==> src/rtl/dual_lane_deser_pkg.sv <==
package dual_lane_deser_pkg;

  typedef struct packed {
    logic a;
    logic b;
    logic fco;
  } slot_t;

  typedef enum logic {
    PACK_BITWISE  = 1'b0,
    PACK_BYTEWISE = 1'b1
  } pack_e;

  localparam slot_t SLOT_RESET = '{a: 1'b0, b: 1'b0, fco: 1'b1};

endpackage

==> src/rtl/dld_capture.sv <==
module dld_capture
  import dual_lane_deser_pkg::*;
(
  input  logic  clk_i,
  input  logic  rst_ni,
  input  logic  lane_a_i,
  input  logic  lane_b_i,
  input  logic  frame_i,
  output slot_t rise_o,
  output slot_t fall_o
);

  slot_t rise_q, fall_q;

  // frame level resets high: a frame already high at release is no edge
  always_ff @(posedge clk_i or negedge rst_ni) begin
    if (!rst_ni) rise_q <= SLOT_RESET;
    else         rise_q <= '{a: lane_a_i, b: lane_b_i, fco: frame_i};
  end

  always_ff @(negedge clk_i or negedge rst_ni) begin
    if (!rst_ni) fall_q <= SLOT_RESET;
    else         fall_q <= '{a: lane_a_i, b: lane_b_i, fco: frame_i};
  end

  assign rise_o = rise_q;
  assign fall_o = fall_q;

endmodule

==> src/rtl/dld_lane_map.sv <==
module dld_lane_map
  import dual_lane_deser_pkg::*;
#(
  parameter int SAMPLE_W = 12,
  localparam int HALF_W  = SAMPLE_W / 2,
  localparam int CNT_W   = (HALF_W > 1) ? $clog2(HALF_W) : 1
) (
  input  logic [CNT_W-1:0]    cnt_i,
  input  logic                a_i,
  input  logic                b_i,
  input  pack_e               pack_i,
  input  logic [SAMPLE_W-1:0] word_i,
  output logic [SAMPLE_W-1:0] word_o
);

  always_comb begin
    int k;
    k      = int'(cnt_i);
    word_o = word_i;
    for (int i = 0; i < SAMPLE_W; i++) begin
      if (pack_i == PACK_BYTEWISE) begin
        if (i == SAMPLE_W - 1 - k) word_o[i] = a_i;
        if (i == HALF_W - 1 - k)   word_o[i] = b_i;
      end else begin
        if (i == SAMPLE_W - 1 - 2 * k) word_o[i] = a_i;
        if (i == SAMPLE_W - 2 - 2 * k) word_o[i] = b_i;
      end
    end
  end

endmodule

==> src/rtl/dld_frame_step.sv <==
module dld_frame_step
  import dual_lane_deser_pkg::*;
#(
  parameter int SAMPLE_W = 12,
  localparam int HALF_W  = SAMPLE_W / 2,
  localparam int CNT_W   = (HALF_W > 1) ? $clog2(HALF_W) : 1
) (
  input  logic                en_i,
  input  logic                frame2x_i,
  input  pack_e               pack_i,
  input  slot_t               slot_i,
  input  logic                busy_i,
  input  logic [CNT_W-1:0]    cnt_i,
  input  logic [SAMPLE_W-1:0] word_i,
  input  logic                prev_i,
  output logic                busy_o,
  output logic [CNT_W-1:0]    cnt_o,
  output logic [SAMPLE_W-1:0] word_o,
  output logic                prev_o,
  output logic                done_o,
  output logic                err_o
);

  localparam logic [CNT_W-1:0] LAST = CNT_W'(HALF_W - 1);
  localparam logic [CNT_W-1:0] MID  = CNT_W'(HALF_W / 2);

  logic                rise, fall, at_mid;
  logic [CNT_W-1:0]    map_cnt;
  logic [SAMPLE_W-1:0] map_base, map_word;

  assign rise     = slot_i.fco & ~prev_i;
  assign fall     = ~slot_i.fco & prev_i;
  assign at_mid   = (cnt_i == MID);
  assign map_cnt  = rise ? '0 : cnt_i;
  assign map_base = rise ? '0 : word_i;

  dld_lane_map #(.SAMPLE_W(SAMPLE_W)) u_map (
    .cnt_i  (map_cnt),
    .a_i    (slot_i.a),
    .b_i    (slot_i.b),
    .pack_i (pack_i),
    .word_i (map_base),
    .word_o (map_word)
  );

  always_comb begin
    busy_o = busy_i;
    cnt_o  = cnt_i;
    word_o = word_i;
    prev_o = prev_i;
    done_o = 1'b0;
    err_o  = 1'b0;
    if (en_i) begin
      prev_o = slot_i.fco;
      if (rise) begin
        // early edge drops the partial word and restarts here
        err_o  = busy_i;
        busy_o = 1'b1;
        cnt_o  = CNT_W'(1);
        word_o = map_word;
      end else if (busy_i) begin
        if (frame2x_i && (fall != at_mid)) begin
          err_o  = 1'b1;
          busy_o = 1'b0;
          cnt_o  = '0;
        end else begin
          word_o = map_word;
          if (cnt_i == LAST) begin
            done_o = 1'b1;
            busy_o = 1'b0;
            cnt_o  = '0;
          end else begin
            cnt_o = cnt_i + 1'b1;
          end
        end
      end
    end
  end

endmodule

==> src/rtl/dual_lane_deser.sv <==
module dual_lane_deser
  import dual_lane_deser_pkg::*;
#(
  parameter int SAMPLE_W = 12,
  localparam int HALF_W  = SAMPLE_W / 2,
  localparam int CNT_W   = (HALF_W > 1) ? $clog2(HALF_W) : 1,
  localparam int N_SLOT  = 2
) (
  input  logic                clk_i,
  input  logic                rst_ni,
  input  logic                sdr_i,
  input  logic                bytewise_i,
  input  logic                frame2x_i,
  input  logic                lane_a_i,
  input  logic                lane_b_i,
  input  logic                frame_i,
  output logic [SAMPLE_W-1:0] sample_o,
  output logic                valid_o,
  output logic                misalign_o
);

  pack_e pack;
  assign pack = pack_e'(bytewise_i);

  slot_t slot_c [N_SLOT];

  dld_capture u_cap (
    .clk_i    (clk_i),
    .rst_ni   (rst_ni),
    .lane_a_i (lane_a_i),
    .lane_b_i (lane_b_i),
    .frame_i  (frame_i),
    .rise_o   (slot_c[0]),
    .fall_o   (slot_c[1])
  );

  logic                busy_q, prev_q, valid_q, misalign_q;
  logic [CNT_W-1:0]    cnt_q;
  logic [SAMPLE_W-1:0] word_q, sample_q;

  logic                busy_c [N_SLOT+1];
  logic                prev_c [N_SLOT+1];
  logic [CNT_W-1:0]    cnt_c  [N_SLOT+1];
  logic [SAMPLE_W-1:0] word_c [N_SLOT+1];
  logic [N_SLOT-1:0]   done_c, err_c;

  assign busy_c[0] = busy_q;
  assign prev_c[0] = prev_q;
  assign cnt_c[0]  = cnt_q;
  assign word_c[0] = word_q;

  for (genvar g = 0; g < N_SLOT; g++) begin : g_slot
    logic en;
    // second slot is the falling-edge capture, used only in DDR
    assign en = (g == 0) ? 1'b1 : ~sdr_i;

    dld_frame_step #(.SAMPLE_W(SAMPLE_W)) u_step (
      .en_i      (en),
      .frame2x_i (frame2x_i),
      .pack_i    (pack),
      .slot_i    (slot_c[g]),
      .busy_i    (busy_c[g]),
      .cnt_i     (cnt_c[g]),
      .word_i    (word_c[g]),
      .prev_i    (prev_c[g]),
      .busy_o    (busy_c[g+1]),
      .cnt_o     (cnt_c[g+1]),
      .word_o    (word_c[g+1]),
      .prev_o    (prev_c[g+1]),
      .done_o    (done_c[g]),
      .err_o     (err_c[g])
    );
  end

  always_ff @(posedge clk_i or negedge rst_ni) begin
    if (!rst_ni) begin
      busy_q     <= 1'b0;
      prev_q     <= 1'b1;
      cnt_q      <= '0;
      word_q     <= '0;
      valid_q    <= 1'b0;
      sample_q   <= '0;
      misalign_q <= 1'b0;
    end else begin
      busy_q     <= busy_c[N_SLOT];
      prev_q     <= prev_c[N_SLOT];
      cnt_q      <= cnt_c[N_SLOT];
      word_q     <= word_c[N_SLOT];
      valid_q    <= |done_c;
      misalign_q <= misalign_q | (|err_c);
      if (|done_c) sample_q <= done_c[0] ? word_c[1] : word_c[N_SLOT];
    end
  end

  assign sample_o   = sample_q;
  assign valid_o    = valid_q;
  assign misalign_o = misalign_q;

  AST_MISALIGN_STICKY: assert property (@(posedge clk_i) disable iff (!rst_ni)
    misalign_o |=> misalign_o);

  AST_SAMPLE_HELD: assert property (@(posedge clk_i) disable iff (!rst_ni)
    !valid_o |-> $stable(sample_o));

  AST_CNT_IN_RANGE: assert property (@(posedge clk_i) disable iff (!rst_ni)
    busy_q |-> (cnt_q != '0) && (int'(cnt_q) < HALF_W));

  if (HALF_W > 2) begin : g_long_sample
    AST_VALID_NEEDS_LOCK: assert property (@(posedge clk_i) disable iff (!rst_ni)
      valid_o |-> $past(busy_q));

    AST_DROP_ON_FAULT: assert property (@(posedge clk_i) disable iff (!rst_ni)
      $rose(misalign_o) |-> !valid_o);
  end

endmodule

==> config.mk <==
export PLATFORM = sky130hd
export DESIGN_NAME = dual_lane_deser
export DESIGN_NICKNAME = d
export VERILOG_FILES = /design/src/rtl/dual_lane_deser_pkg.sv /design/src/rtl/dld_capture.sv /design/src/rtl/dld_lane_map.sv /design/src/rtl/dld_frame_step.sv /design/src/rtl/dual_lane_deser.sv
export SDC_FILE = /design/constraint.sdc
export NUM_CORES = 1
export LEC_CHECK = 0
export BUFFER_PORTS_ARGS = -buffer_cell sky130_fd_sc_hd__buf_2
export CORE_ASPECT_RATIO = 0.5
export CORE_MARGIN = 2
export CORE_UTILIZATION = 45
export DETAILED_ROUTE_END_ITERATION = 16
export MAX_ROUTING_LAYER = met4
export PLACE_DENSITY = 0.7
export SYNTH_ARGS = -nofsm -noshare
export SYNTH_HDL_FRONTEND = slang
export SYNTH_HIERARCHICAL = 1
export SYNTH_SLANG_ARGS = --single-unit
==> constraint.sdc <==
create_clock -name clk_i -period 5.78 [get_ports clk_i]
set_input_delay 0.289 -clock clk_i [delete_from_list [all_inputs] [get_ports clk_i]]
set_output_delay 0.289 -clock clk_i [all_outputs]
set_load 0.005 [all_outputs]
# ---- Word-level counts from Yosys, hierarchy flattened
# Cells that the tools add are included.
dict set report word_totals {
  reg_bits 37
  latch_bits 0
  ram_bits 0
  mem_bits_ro 0
  inputBits 8
  out_inout_bits 14
  word_cells 304
  memories 0
}
dict set report op_classes {
  n_addsub 10
  multipliers 0
  n_div 0
  magnitude_cmp 0
  eq_ne 94
  n_shift 0
  muxes 167
  n_bitwise 8
  reduce_logical 12
}
# cell n
set ops {}
lappend ops {{$logic_not A32 Y1} 8}
lappend ops {{$mux W1} 146}
lappend ops {{$eq A4 B5 Y1 const A} 24}
lappend ops {{$eq A5 B5 Y1 const A} 24}
lappend ops {{$mux W12} 10}
lappend ops {{$eq A3 B5 Y1 const A} 12}
lappend ops {{$eq A5 B4 Y1 const A} 8}
lappend ops {{$mux W3} 11}
lappend ops {{$eq A4 B4 Y1 const A} 8}
lappend ops {{$eq A2 B5 Y1 const A} 6}
lappend ops {{$sub A4 B4 Y5 const A} 4}
lappend ops {{$eq A3 B4 Y1 const A} 4}
lappend ops {{$sub A4 B3 Y5 const A} 2}
lappend ops {{$eq A2 B4 Y1 const A} 2}
lappend ops {{$sub A3 B3 Y4 const A} 2}
lappend ops {{$add A3 B1 Y3 const B} 2}
lappend ops {{$eq A3 B2 Y1 const B} 2}
lappend ops {{$eq A3 B3 Y1 const B} 2}
lappend ops {{$and A1 B1 Y1} 4}
lappend ops {{$reduce_or A2 Y1} 2}
lappend ops {{$not A1 Y1} 3}
lappend ops {{$logic_and A1 B1 Y1} 2}
lappend ops {{$ne A1 B1 Y1} 2}
lappend ops {{$or A1 B1 Y1} 1}

# ---- Longest topological paths before layout
dict set report depth {
  ltp_word 20
  ltp_mapped 24
  depth_no_buf 21
}

# ---- Hierarchy
# Netlist, hierarchy kept.
# module instances cells_each area_each_um2
set modules_own_cells {}
lappend modules_own_cells {dld_frame_step 2 137 857.1}
lappend modules_own_cells {dld_lane_map 2 82 556.8}
lappend modules_own_cells {dual_lane_deser 1 75 1063.5}
lappend modules_own_cells {dld_capture 1 7 156.4}

==> qor.yml <==
fin_util_pct: 51.35
vdd_drop_max_mv: 0.1919
numCtsBuffers: 5
grtUsageTotal_pct: 24.40
status: "completed"
rows: 24
critPathCaptureType: "register"
yosysUniqueCellTypes: 47
layout-drive-gt1-share_pct: 16.23
skew_ps: 73.34
core_area_um2: 8708
cpLargestDelayFamily: "simple AND/OR/NAND/NOR gates"
synthArstFlopShare_pct: 100.0
relSlewSlack_pct: 17.27
fp.dieW_um: 138.1
grt_pass1_vias: 3591
drtIter0Drc: 328
critPathMaxStageDelay_ps: 590
synthCells: 520
worstPathRequired_ps: 5940
cap_violations: 0
hpwl_um: 7868
clkTransAtPathRegs_ps: 60
io_pins: 22
start_util_pct: 46.48
clock-sinks: 37
hp-start: "frame_i"
routedWlPerCell_um: 17.76
synthesis.area_um2: 4048
path_depth: 12
grt_pass1_wl_um: 18970
rr_endpoint: "sample_o[9]"
via_count: 3992
worst_hold_path_type: "in -> reg"
io_buffers: 21
syn_area_per_cell_um2: 7.784
clock_path_buffers: 2
grt_max_degree: 43
synth.area.top_cells: "dfrtp_1 (20%), mux2i_1 (9.9%), nand3_1 (6.9%), o211ai_1 (5.2%), and2_1 (4.9%)"
crit_chain: "nand2b_4 > and2_4 > buf_4 > nor2b_2 > nand2_1 > o32ai_2 > mux2_1 > and3_1 > a211oi_1 > o211ai_1 > mux2i_1 > o21ai_1"
arrival_ps: 5800
die_y_um: 71.06
synth_most_common_cell: "nand3_1"
tritoncts: "built"
yosys.area.top_type_share_pct: 19.78
drt-total-wl_um: 11490
setup_violations: 0
yosysTopAreaCell: "dfrtp_1"
setup_tns_ps: 0
firstDrtPassIters: 5
layout.nets: 543
ctsHtreeMaxLevel: 2
reg2reg_from: "u_cap/fall_o[0]"
synth_edf_count: 0
synth_ff_type: "dfrtp_1"
hold_depth: 1
yosysWarnings: 6
slew_viol_final: 0
cpMaxStageDelayCell: "dfstp_2"
critPathMaxFanout: 7
start_kind: "register"
insertion_delay_ps: 350
r2r_slack_ps: 150
total_power_w: 0.001984
worst_pin_slew_ps: 1241
r2r_cells: 12
hold_violations: 0
antenna_found_initial: 0
grt_overflow: 0
die-area_um2: 9815
cellLeakagePower_nw: 1.858
drtAntennaViolNets: 0
powerDensity_nw_per_um2: 443.8
ys_seq_elements: 37
area_growth_pct: 10.48
synth_commonest_cells: "nand3_1 (56), nand2_1 (42), mux2i_1 (40)"
synth-seq-area-share_pct: 22.97
route.detailed.drc: 0
routabilityCongestion: 0.9701
hold_end: "u_cap/rise_o[0]"
post_drt_via_cell_ratio: 6.170
crit_type: "reg -> reg"
n_antenna_cell: 0
critical_path_buf_inv_count: 1
cts_root_buffer: "clkbuf_16"
rsz0062_at_grt: "no"
## per-layer routing
layer | share of wire (%) | vias up | routed length (um) | global-route usage [%]
met4 | 0.75 | 0 | 86 | 5.782
li1 | - | 1922 | - | -
met1 | 49 | 1897 | 5591 | 36.45
met5 | 0 | - | 0 | -
met2 | 43 | 164 | 4890 | 35.42
met3 | 8.0 | 9 | 925 | 2.437
## sequential cells by signal, indices dropped and copies added, names as in the netlist
name	count
u_cap/rise_o	3
word_q	12
sample_o	12
valid_o	1
misalign_o	1
prev_q	1
busy_q	1
cnt_q	3
u_cap/fall_o	3
## cell usage in the layout (no fill, tap or decap), drive strengths merged, types with 3 or more instances in the layout
cell type   n
dfrtp      32
nor2       24
o21ai      36
and2       32
mux2i      40
dfstp       3
clkbuf      5
nor2b       6
and3       26
conb        5
nand3      56
mux2       14
o221ai      4
nand2      42
ha          6
nor3b      26
nand3b      6
a21boi      4
buf        45
inv        16
o211ai     28
a211oi     26
a21oi       6
nand2b      6
## final cells by class
type                    count  area [um^2]
clock buffers               5        125.1
well taps                 117        146.4
fillers                   836         4237
multi-input cells         423         2869
inverters                  15        56.30
clock inverters             4        50.05
flip-flops and latches     37        929.6
repair buffers             46        295.3
## worst max path at each step
stage                          from          end  slack (ps)
global placement    u_cap/fall_o[0]  sample_o[2]         120
finish              u_cap/fall_o[0]  sample_o[9]         150
CTS                 u_cap/fall_o[0]  sample_o[2]          50
global route        u_cap/fall_o[0]  sample_o[2]          20
floorplan           u_cap/fall_o[0]  sample_o[6]          30
detailed placement  u_cap/fall_o[0]  sample_o[2]         140
## what timing repair did
action	in CTS	in global routing
buffers inserted	0	2
hold buffers	1	0
setup endpoints to repair	0	14
endpoints found under the hold margin	8	0
resized for setup	0	15
## per-stage QoR
stage | cells | hold slack, ps | setup WS, ps | cell area, um^2
3_5_place_dp | 636 | 187.4 | 136.4 | 4217
5_1_grt | 647 | 107.7 | 18.79 | 4472
3_3_place_gp | 636 | 187.6 | 116.1 | 4217
4_1_cts | 645 | 106.1 | 46.21 | 4398
6_report | 647 | 111.3 | 145.4 | 4472
2_1_floorplan | 524 | -6.591 | 25.68 | 4079
## where the power goes
group	switching (W)	internal [W]
Clock	0.000116	0.000205
Sequential	0.0000893	0.000349
Combinational	0.000698	0.000527
Total	0.000903	0.00108
## kinds of logic after synthesis
group	synth area share (%)
compound gates	21.21
fa+ha+maj	1.855
other cells	0.09265
xor+xnor	0.8657
flops	22.97
mux	13.79
buf+inv	8.315
simple gates	30.91
Note: power is estimated with default switching activity, not from simulation.
